$ cat src/rtl/blkcnt_pkg.sv
package blkcnt_pkg;

    localparam int IDX_W = 6;
    localparam int ARG_W = 32;
    localparam int CNT_W = 16;

    typedef enum logic [1:0] {
        CS_TRAN = 2'd0,
        CS_SEND = 2'd1,
        CS_RECV = 2'd2
    } card_state_e;

    localparam logic [IDX_W-1:0] CMD_STOP      = 6'd12;
    localparam logic [IDX_W-1:0] CMD_STATUS    = 6'd13;
    localparam logic [IDX_W-1:0] CMD_RD_MULTI  = 6'd18;
    localparam logic [IDX_W-1:0] CMD_SET_COUNT = 6'd23;
    localparam logic [IDX_W-1:0] CMD_WR_MULTI  = 6'd25;

    typedef struct packed {
        logic             valid;
        logic             crc_ok;
        logic [IDX_W-1:0] idx;
    } cmd_t;

    typedef struct packed {
        logic accept;
        logic arm_load;
        logic start_rd;
        logic start_wr;
        logic stop;
        logic illegal;
    } dec_t;

    function automatic logic is_xfer(card_state_e s);
        return (s == CS_SEND) || (s == CS_RECV);
    endfunction

endpackage

$ cat src/rtl/blkcnt_decode.sv
module blkcnt_decode
    import blkcnt_pkg::*;
(
    input  cmd_t        cmd,
    input  card_state_e st,
    output dec_t        dec
);
    logic in_tran;
    assign in_tran = (st == CS_TRAN);

    always_comb begin
        dec        = '0;
        dec.accept = cmd.valid & cmd.crc_ok;
        if (dec.accept) begin
            unique case (cmd.idx)
                CMD_SET_COUNT: begin
                    dec.arm_load = in_tran;
                    dec.illegal  = ~in_tran;
                end
                CMD_RD_MULTI: begin
                    dec.start_rd = in_tran;
                    dec.illegal  = ~in_tran;
                end
                CMD_WR_MULTI: begin
                    dec.start_wr = in_tran;
                    dec.illegal  = ~in_tran;
                end
                CMD_STOP:  dec.stop = is_xfer(st);
                default:   ;
            endcase
        end
    end
endmodule

$ cat src/rtl/blkcnt_arm.sv
module blkcnt_arm #(
    parameter int CNT_W = blkcnt_pkg::CNT_W
) (
    input  logic             clk,
    input  logic             rst,
    input  logic             any_cmd,
    input  logic             load,
    input  logic [CNT_W-1:0] load_val,
    output logic             armed,
    output logic [CNT_W-1:0] armed_cnt
);
    always_ff @(posedge clk) begin
        if (rst) begin
            armed     <= 1'b0;
            armed_cnt <= '0;
        end else if (load) begin
            armed     <= (load_val != '0);
            armed_cnt <= load_val;
        end else if (any_cmd) begin
            armed     <= 1'b0;
        end
    end

    AST_ARM_ONE_SHOT: assert property (@(posedge clk) disable iff (rst)
        any_cmd && !load |=> !armed);
    AST_ZERO_NOT_ARMED: assert property (@(posedge clk) disable iff (rst)
        load && load_val == '0 |=> !armed);
endmodule

$ cat src/rtl/blkcnt_counter.sv
module blkcnt_counter #(
    parameter int CNT_W = blkcnt_pkg::CNT_W
) (
    input  logic             clk,
    input  logic             rst,
    input  logic             start,
    input  logic             start_armed,
    input  logic [CNT_W-1:0] start_cnt,
    input  logic             stop,
    input  logic             tick,
    output logic             active,
    output logic [CNT_W-1:0] left,
    output logic             last
);
    localparam logic [CNT_W-1:0] ONE = CNT_W'(1);

    assign last = active & tick & (left == ONE);

    always_ff @(posedge clk) begin
        if (rst) begin
            active <= 1'b0;
            left   <= '0;
        end else if (stop) begin
            active <= 1'b0;
        end else if (start) begin
            active <= start_armed;
            left   <= start_armed ? start_cnt : '0;
        end else if (tick && active) begin
            left <= left - ONE;
            if (left == ONE) active <= 1'b0;
        end
    end

    AST_COUNT_STEP: assert property (@(posedge clk) disable iff (rst)
        active && tick && !start && !stop && left > ONE
        |=> active && left == $past(left) - ONE);
    AST_ACTIVE_NONZERO: assert property (@(posedge clk) disable iff (rst)
        active |-> left != '0);
endmodule

$ cat src/rtl/blk_count_tracker.sv
module blk_count_tracker
    import blkcnt_pkg::*;
#(
    parameter int IDX_W_P = blkcnt_pkg::IDX_W,
    parameter int ARG_W_P = blkcnt_pkg::ARG_W,
    parameter int CNT_W_P = blkcnt_pkg::CNT_W
) (
    input  logic               clk,
    input  logic               rst,
    input  logic               cmd_valid,
    input  logic [IDX_W_P-1:0] cmd_index,
    input  logic [ARG_W_P-1:0] cmd_arg,
    input  logic               cmd_crc_ok,
    input  logic               blk_done,
    output logic [1:0]         card_state,
    output logic               count_active,
    output logic [CNT_W_P-1:0] blocks_left,
    output logic               wr_commit,
    output logic               r1_en,
    output logic               r1_illegal
);
    card_state_e state_q;
    cmd_t        cmd;
    dec_t        dec;
    logic        armed;
    logic [CNT_W_P-1:0] armed_cnt;
    logic        tick;
    logic        last;
    logic        unused_arg_hi;

    assign unused_arg_hi = ^cmd_arg[ARG_W_P-1:CNT_W_P];

    assign cmd.valid  = cmd_valid;
    assign cmd.crc_ok = cmd_crc_ok;
    assign cmd.idx    = IDX_W'(cmd_index);

    blkcnt_decode u_dec (
        .cmd (cmd),
        .st  (state_q),
        .dec (dec)
    );

    blkcnt_arm #(.CNT_W(CNT_W_P)) u_arm (
        .clk       (clk),
        .rst       (rst),
        .any_cmd   (cmd_valid),
        .load      (dec.arm_load),
        .load_val  (cmd_arg[CNT_W_P-1:0]),
        .armed     (armed),
        .armed_cnt (armed_cnt)
    );

    assign tick = blk_done & is_xfer(state_q);

    blkcnt_counter #(.CNT_W(CNT_W_P)) u_cnt (
        .clk         (clk),
        .rst         (rst),
        .start       (dec.start_rd | dec.start_wr),
        .start_armed (armed),
        .start_cnt   (armed_cnt),
        .stop        (dec.stop),
        .tick        (tick),
        .active      (count_active),
        .left        (blocks_left),
        .last        (last)
    );

    always_ff @(posedge clk) begin
        if (rst) begin
            state_q    <= CS_TRAN;
            r1_en      <= 1'b0;
            r1_illegal <= 1'b0;
        end else begin
            r1_en      <= dec.accept;
            r1_illegal <= dec.illegal;
            if (dec.stop)          state_q <= CS_TRAN;
            else if (dec.start_rd) state_q <= CS_SEND;
            else if (dec.start_wr) state_q <= CS_RECV;
            else if (last)         state_q <= CS_TRAN;
        end
    end

    assign card_state = state_q;
    assign wr_commit  = blk_done & (state_q == CS_RECV);

    AST_BADCRC_SILENT: assert property (@(posedge clk) disable iff (rst)
        cmd_valid && !cmd_crc_ok |=> !r1_en && card_state == $past(card_state));
    AST_SETCNT_CLEAN: assert property (@(posedge clk) disable iff (rst)
        cmd_valid && cmd_crc_ok && cmd_index == CMD_SET_COUNT && card_state == 2'd0
        |=> r1_en && !r1_illegal);
    AST_SETCNT_WRONG_STATE: assert property (@(posedge clk) disable iff (rst)
        cmd_valid && cmd_crc_ok && cmd_index == CMD_SET_COUNT && card_state != 2'd0
        |=> r1_illegal && card_state == $past(card_state));
    AST_AUTO_RETURN: assert property (@(posedge clk) disable iff (rst)
        count_active && blk_done && blocks_left == CNT_W_P'(1) && !cmd_valid
        |=> card_state == 2'd0 && !count_active);
    AST_LATE_STOP: assert property (@(posedge clk) disable iff (rst)
        cmd_valid && cmd_crc_ok && cmd_index == CMD_STOP && card_state == 2'd0
        |=> r1_en && !r1_illegal && card_state == 2'd0);
    AST_OPEN_HOLDS: assert property (@(posedge clk) disable iff (rst)
        card_state != 2'd0 && !count_active && !cmd_valid
        |=> card_state == $past(card_state));
endmodule

$ cat config.mk
export PLATFORM = sky130hd
export DESIGN_NAME = blk_count_tracker
export DESIGN_NICKNAME = d
export VERILOG_FILES = /design/src/rtl/blkcnt_pkg.sv /design/src/rtl/blkcnt_decode.sv /design/src/rtl/blkcnt_arm.sv /design/src/rtl/blkcnt_counter.sv /design/src/rtl/blk_count_tracker.sv
export SDC_FILE = /design/constraint.sdc
export NUM_CORES = 1
export LEC_CHECK = 0
export BUFFER_PORTS_ARGS = -buffer_cell sky130_fd_sc_hd__buf_2
export CORE_ASPECT_RATIO = 0.7
export CORE_MARGIN = 8
export CORE_UTILIZATION = 31
export CTS_CLUSTER_DIAMETER = 100
export DETAILED_ROUTE_END_ITERATION = 12
export GPL_TIMING_DRIVEN = 0
export PLACE_DENSITY_LB_ADDON = 0.2
export SYNTH_ARGS = -nofsm -noshare
export SYNTH_HDL_FRONTEND = slang
export SYNTH_SLANG_ARGS = --single-unit
$ cat constraint.sdc
create_clock -name clk -period 5.3 [get_ports clk]
set_input_delay 1.325 -clock clk [delete_from_list [all_inputs] [get_ports clk]]
set_output_delay 1.325 -clock clk [all_outputs]
set_load 0.03 [all_outputs]
# Word-level counts from Yosys, hierarchy flattened
# Cells that the tools add are included.
[op_classes]
n_addsub = 1
n_mul = 0
div_mod_pow = 0
order_cmp = 0
n_eq_ne = 7
shifts = 0
mux = 17
n_bitwise = 10
n_reduce_logical = 15
[ops]
columns = ["cell", "count"]
rows = [
  ["$mux 16", 3],
  ["$eq 6x5->1 const B", 3],
  ["$eq 16x1->1 const B", 1],
  ["$reduce_bool 16->1", 1],
  ["$sub 16x1->16 const B", 1],
  ["$mux 1", 11],
  ["$reduce_or 3->1", 3],
  ["$reduce_bool 2->1", 4],
  ["$eq 6x4->1 const B", 1],
  ["$and 1x1->1", 5],
  ["$mux 5", 1],
  ["$mux 2", 2],
  ["$not 1->1", 4],
  ["$reduce_and 2->1", 2],
  ["$reduce_bool 3->1", 1],
  ["$eq 2x1->1 const B", 1],
  ["$eq 2x2->1 const B", 1],
  ["$logic_not 2->1", 1],
  ["$reduce_or 2->1", 1],
  ["$logic_and 1x1->1", 1],
  ["$logic_or 1x1->1", 1],
  ["$or 1x1->1", 1],
]
[word_totals]
reg_bits = 38
latch_bits = 0
ram_bits = 0
mem_bits_ro = 0
inputBits = 43
elab_cells = 58
memories = 0

# Logic depth before layout (Yosys ltp)
[depth]
depth_word = 8
ltp_mapped = 8

# Modules after synthesis
# From an unflattened synthesis, not the netlist that was laid out.
[unflattened]
hier_cells = 246
hier_area_um2 = 2067.0
[modules_own_cells]
columns = ["module", "instances", "cells_per_inst", "area_per_inst_um2", "seq_area_each_um2"]
rows = [
  ["blkcnt_counter", 1, 148, 1133.6, 340.3],
  ["blkcnt_arm", 1, 62, 639.4, 340.3],
  ["blk_count_tracker", 1, 17, 165.2, 80.1],
  ["blkcnt_decode", 1, 19, 128.9, 0.0],
]

# Least setup slack after synthesis
# No wires, ideal clock.
[synth_timing]
path_kind = "input port to output port"
from = "input blk_done"
to = "output wr_commit"
arrival_ns = 1.606
setup_slack_ns = 2.369
cell_stages = 1
path_buffers = 0
cell_sequence = "and2_1"
[synth_via]
elab_chain_len = 1
[synth_lines]
columns = ["item", "line_no", "rtl"]
rows = [
  ["from (decl)", "blk_count_tracker.sv:14", "input logic blk_done,"],
  ["$and 1x1->1", "blk_count_tracker.sv:84", "assign wr_commit = blk_done & (state_q == CS_RECV);"],
  ["to (decl)", "blk_count_tracker.sv:18", "output logic wr_commit,"],
]
# No other way between the ends.

# Worst setup path after layout
# Ends and elaborated chain as after synthesis.

==> impl_metrics.yaml <==
placed_design:
  post-place-cells: 366
  dp_worst_setup_slack_ns: 1.97
  placedInstanceArea_um2: 2340
  rd_place_congestion: 0.864
  portBuffers: 47
  post-dp-hpwl_um: 4730
grt:
  grt_start_max_net_pins: 13
  gr_ovfl_total: 0
  antenna_violations_before_repair: 0
  grt_util_met3_pct: 4.19
  grtUsageMet2_pct: 19.2
  global_route_wire_length_before_repair_um: 10400
  gr-usage-met1_pct: 19.5
  first_global_vias: 2025
  grt-busiest-layer: "met1"
  grt_util_all_layers_pct: 13.7
finish:
  layout_cell_share_with_drive_strength_beyond_1_pct: 21.6
  fillerInstances: 680
  final_core_util_pct: 39.7
  layout.cell_area.non_filler_um2: 2480
  layout.cells.most_common: "buf_2"
  area_added_between_synthesis_and_finish_pct: 23.7
  layout.cells.most_common_list: "buf_2 (51), dfxtp_1 (38), nor2_1 (32), a21oi_1 (18)"
  sequential_cell_area_um2: 761
  num-nets-final: 342
  multi_input_comb_area_um2: 1150
  n_antenna_cell: 0
  final-instance-count-excl-fill: 374
worst_setup_path:
  setup.worst_path.end_class: "output port"
  slowest_delay_ns: 0.17
  worstSetupEndpoint: "wr_commit"
  reg2reg_depth: 8
  timing.setup.critical_path_class: "in -> out"
  crit_chain: "buf_2, and2_1, buf_2"
  cp_data_required_time_ns: 3.97
  timing.critical_path.fanout_max: 2
  start_kind: "input pin"
  crit-reg2reg-capture: "u_cnt.left[8]$_SDFFE_PP0P_"
  timing.rr.start: "card_state[0]$_SDFFE_PP0P_"
  crit_path_start: "blk_done"
  slowest_stage: "buf_2"
  worstPathArrival_ns: 1.75
  critical-path-top-cell-by-count: "buf_2"
  setup.reg_to_reg.worst_slack_ns: 3.00
  path_delay_family: "buffers and inverters"
  critical_path_depth: 3
  critPathBufInv: 2
floorplan:
  die_height_um: 83.3
  io-pin-count: 65
  die_area_um2: 9330
  dieWidth_um: 112
  initial_utilization_pct: 32.1
  design.core.area_um2: 6250
  core.rowCount: 24
synthesis:
  mappedNetlistNets: 288
  synth_compound_area_share_pct: 18.9
  synth_top_family_by_area: "simple AND/OR/NAND/NOR gates"
  postSynthRegisterBits: 38
  xor_and_xnor_area_share_after_synthesis_pct: 1.31
  synth-seq-area-share_pct: 38.0
  syn-mean-instance-area_um2: 8.31
  synth_cell_area_um2: 2000
  post_synth_inst_count: 241
  synth-adder-area-share_pct: 2.50
  synth.yosys.warnings: 0
  synth_simple_gate_area_share_pct: 26.7
  synth.mux.area_fraction_pct: 8.00
  ys_types: 44
power_and_ir_drop:
  cellLeakagePower_nw: 1.15
  power.ir.vdd_worst_mv: 0.115
  p_total_mw: 0.648
  power_per_unit_of_standard_cell_area_nw_per_um2: 261
clock_tree:
  post_cts_hold_buffer_count: 0
  htree_num_levels: 2
  cts_resized: 0
  cts_tree: "built"
  cts.path.max_buffers: 2
  cts-buffers-inserted: 5
  root_buffer: "clkbuf_8"
  clock_insertion_delay_worst_skew_ns: 0.29
  post_cts.repair.setup_buffers: 0
  clk_pin_slew_worst_paths_ns: 0.08
  cts.sink_count: 38
drt:
  detailroute.via_count: 2025
  wl_per_cell_um: 16.6
  detail_route.drc_violations: 0
  finalWirelength_um: 6230
  viasPerCell: 5.41
  ant_nets: 0
  detail_route.iter0.violations: 173
  firstDrtPassIters: 4
job:
  drv.max_cap_violation_count: 0
timing:
  fin_worst_hold_slack_ns: 0.493
  slew_limit_headroom_pct: 50.0
  tightest_slew_ns: 0.744
  slew_violations: 0
  setup_viol: 0
  fin_crit_ns: 3.07
  worst_slack_ns: 2.23
  rsz0062_at_grt: "no"
  fin_skew_ns: 0.00287
  hold_viol_final: 0
  final_worst_path_cycle_share_pct: 57.9
  timing.setup.tns_ns: 0
  timing.fmax_ghz: 0.326
run_status:
  status: "finished clean"
min_path:
  min-delay-path-class: "reg -> reg"
-- logic make-up (layout without fill, tap and decap cells) --
group | count (synthesis) | in the layout
fa+ha+maj | 4 | 4
simple gates | 102 | 102
mux | 16 | 16
compound gates | 57 | 57
flops | 38 | 38
buf+inv | 21 | 76
xor+xnor | 3 | 3
-- where the power goes --
group,switching [mW],total [mW],internal [mW]
sequential,0.00161,0.288,0.287
combinational,0.0298,0.0498,0.0200
clock,0.109,0.310,0.201
total,0.140,0.648,0.508
-- state kept, by name (all words and copies together) (netlist names) --
signal / count
u_cnt.left: 16
card_state: 2
u_cnt.active: 1
r1_illegal: 1
u_arm.armed: 1
u_arm.armed_cnt: 16
r1_en: 1
-- cell usage after synthesis (all sizes together) --
cell type | count | share of area, %
nor3b | 2 | 0.75
o21ai | 16 | 4.0
a2111oi | 1 | 1.4
or4b | 1 | 0.50
a32oi | 1 | 0.44
nand4 | 5 | 1.6
a22oi | 1 | 0.37
a211oi | 1 | 0.37
nand4b | 1 | 0.44
a221oi | 3 | 1.3
clkbuf | 7 | 1.3
buf | 6 | 1.7
o31a | 2 | 0.87
ha | 4 | 2.5
a21oi | 19 | 4.9
nand2b | 4 | 1.2
a311oi | 1 | 0.44
nor4 | 12 | 3.7
o32ai | 3 | 1.3
xnor2 | 3 | 1.3
nand2 | 10 | 1.9
o22ai | 3 | 0.94
a21o | 2 | 0.75
or3 | 1 | 0.31
o21a | 1 | 0.37
nand3b | 2 | 0.75
dfxtp | 38 | 38
nand4bb | 1 | 0.56
inv | 8 | 1.5
nor2b | 2 | 0.62
or4 | 1 | 0.37
a2111o | 1 | 0.56
nor2 | 32 | 6.0
nand3 | 5 | 1.2
and3 | 7 | 2.2
or3b | 1 | 0.56
o2bb2ai | 1 | 0.44
and2 | 4 | 1.2
mux2i | 16 | 8.0
nor3 | 11 | 2.7
a211o | 1 | 0.44
-- worst reg2reg max path, stage by stage, from the launching register on --
cell and delay, ns:
dfxtp_1 0.37, inv_1 0.07, ha_1 0.30, nand4bb_1 0.10, nor3_1 0.54, a21o_1 0.29
buf_6 0.18, a21oi_1 0.05, o32ai_1 0.29
-- layout make-up --
type / instances / share of cell area, %
clock inverter: 2 / 2.42
buffer: 13 / 2.47
sequential: 38 / 30.7
inverter: 8 / 1.21
multi-input combinational: 182 / 46.4
timing repair buffer: 47 / 9.49
tap: 78 / 3.94
clock buffer: 6 / 3.33
-- worst min path at each step --
| stage | startpoint | end | slack (ns) | cells past startpoint |
|---|---|---|---|---|
| 3_5_place_dp | u_arm.armed_cnt[7]$_SDFFE_PP0P_ | u_arm.armed_cnt[7]$_SDFFE_PP0P_ | 0.49 | 2 |
| 5_1_grt | u_cnt.left[11]$_SDFFE_PP0P_ | u_cnt.left[11]$_SDFFE_PP0P_ | 0.53 | 2 |
| 3_3_place_gp | u_arm.armed_cnt[7]$_SDFFE_PP0P_ | u_arm.armed_cnt[7]$_SDFFE_PP0P_ | 0.47 | 2 |
| 2_1_floorplan | u_arm.armed_cnt[4]$_SDFFE_PP0P_ | u_arm.armed_cnt[4]$_SDFFE_PP0P_ | 0.45 | 2 |
| 4_1_cts | u_cnt.left[11]$_SDFFE_PP0P_ | u_cnt.left[11]$_SDFFE_PP0P_ | 0.50 | 2 |
| 6_report | u_cnt.left[11]$_SDFFE_PP0P_ | u_cnt.left[11]$_SDFFE_PP0P_ | 0.49 | 2 |
-- layer usage --
layer	vias to the layer above	wire length, um	share of wire (%)
li1	998	-	-
met1	942	3170	51
met2	77	2510	40
met3	8	476	7.6
met4	0	73	1.2
met5	-	0	0
Note: power is estimated with default switching activity, not from simulation.
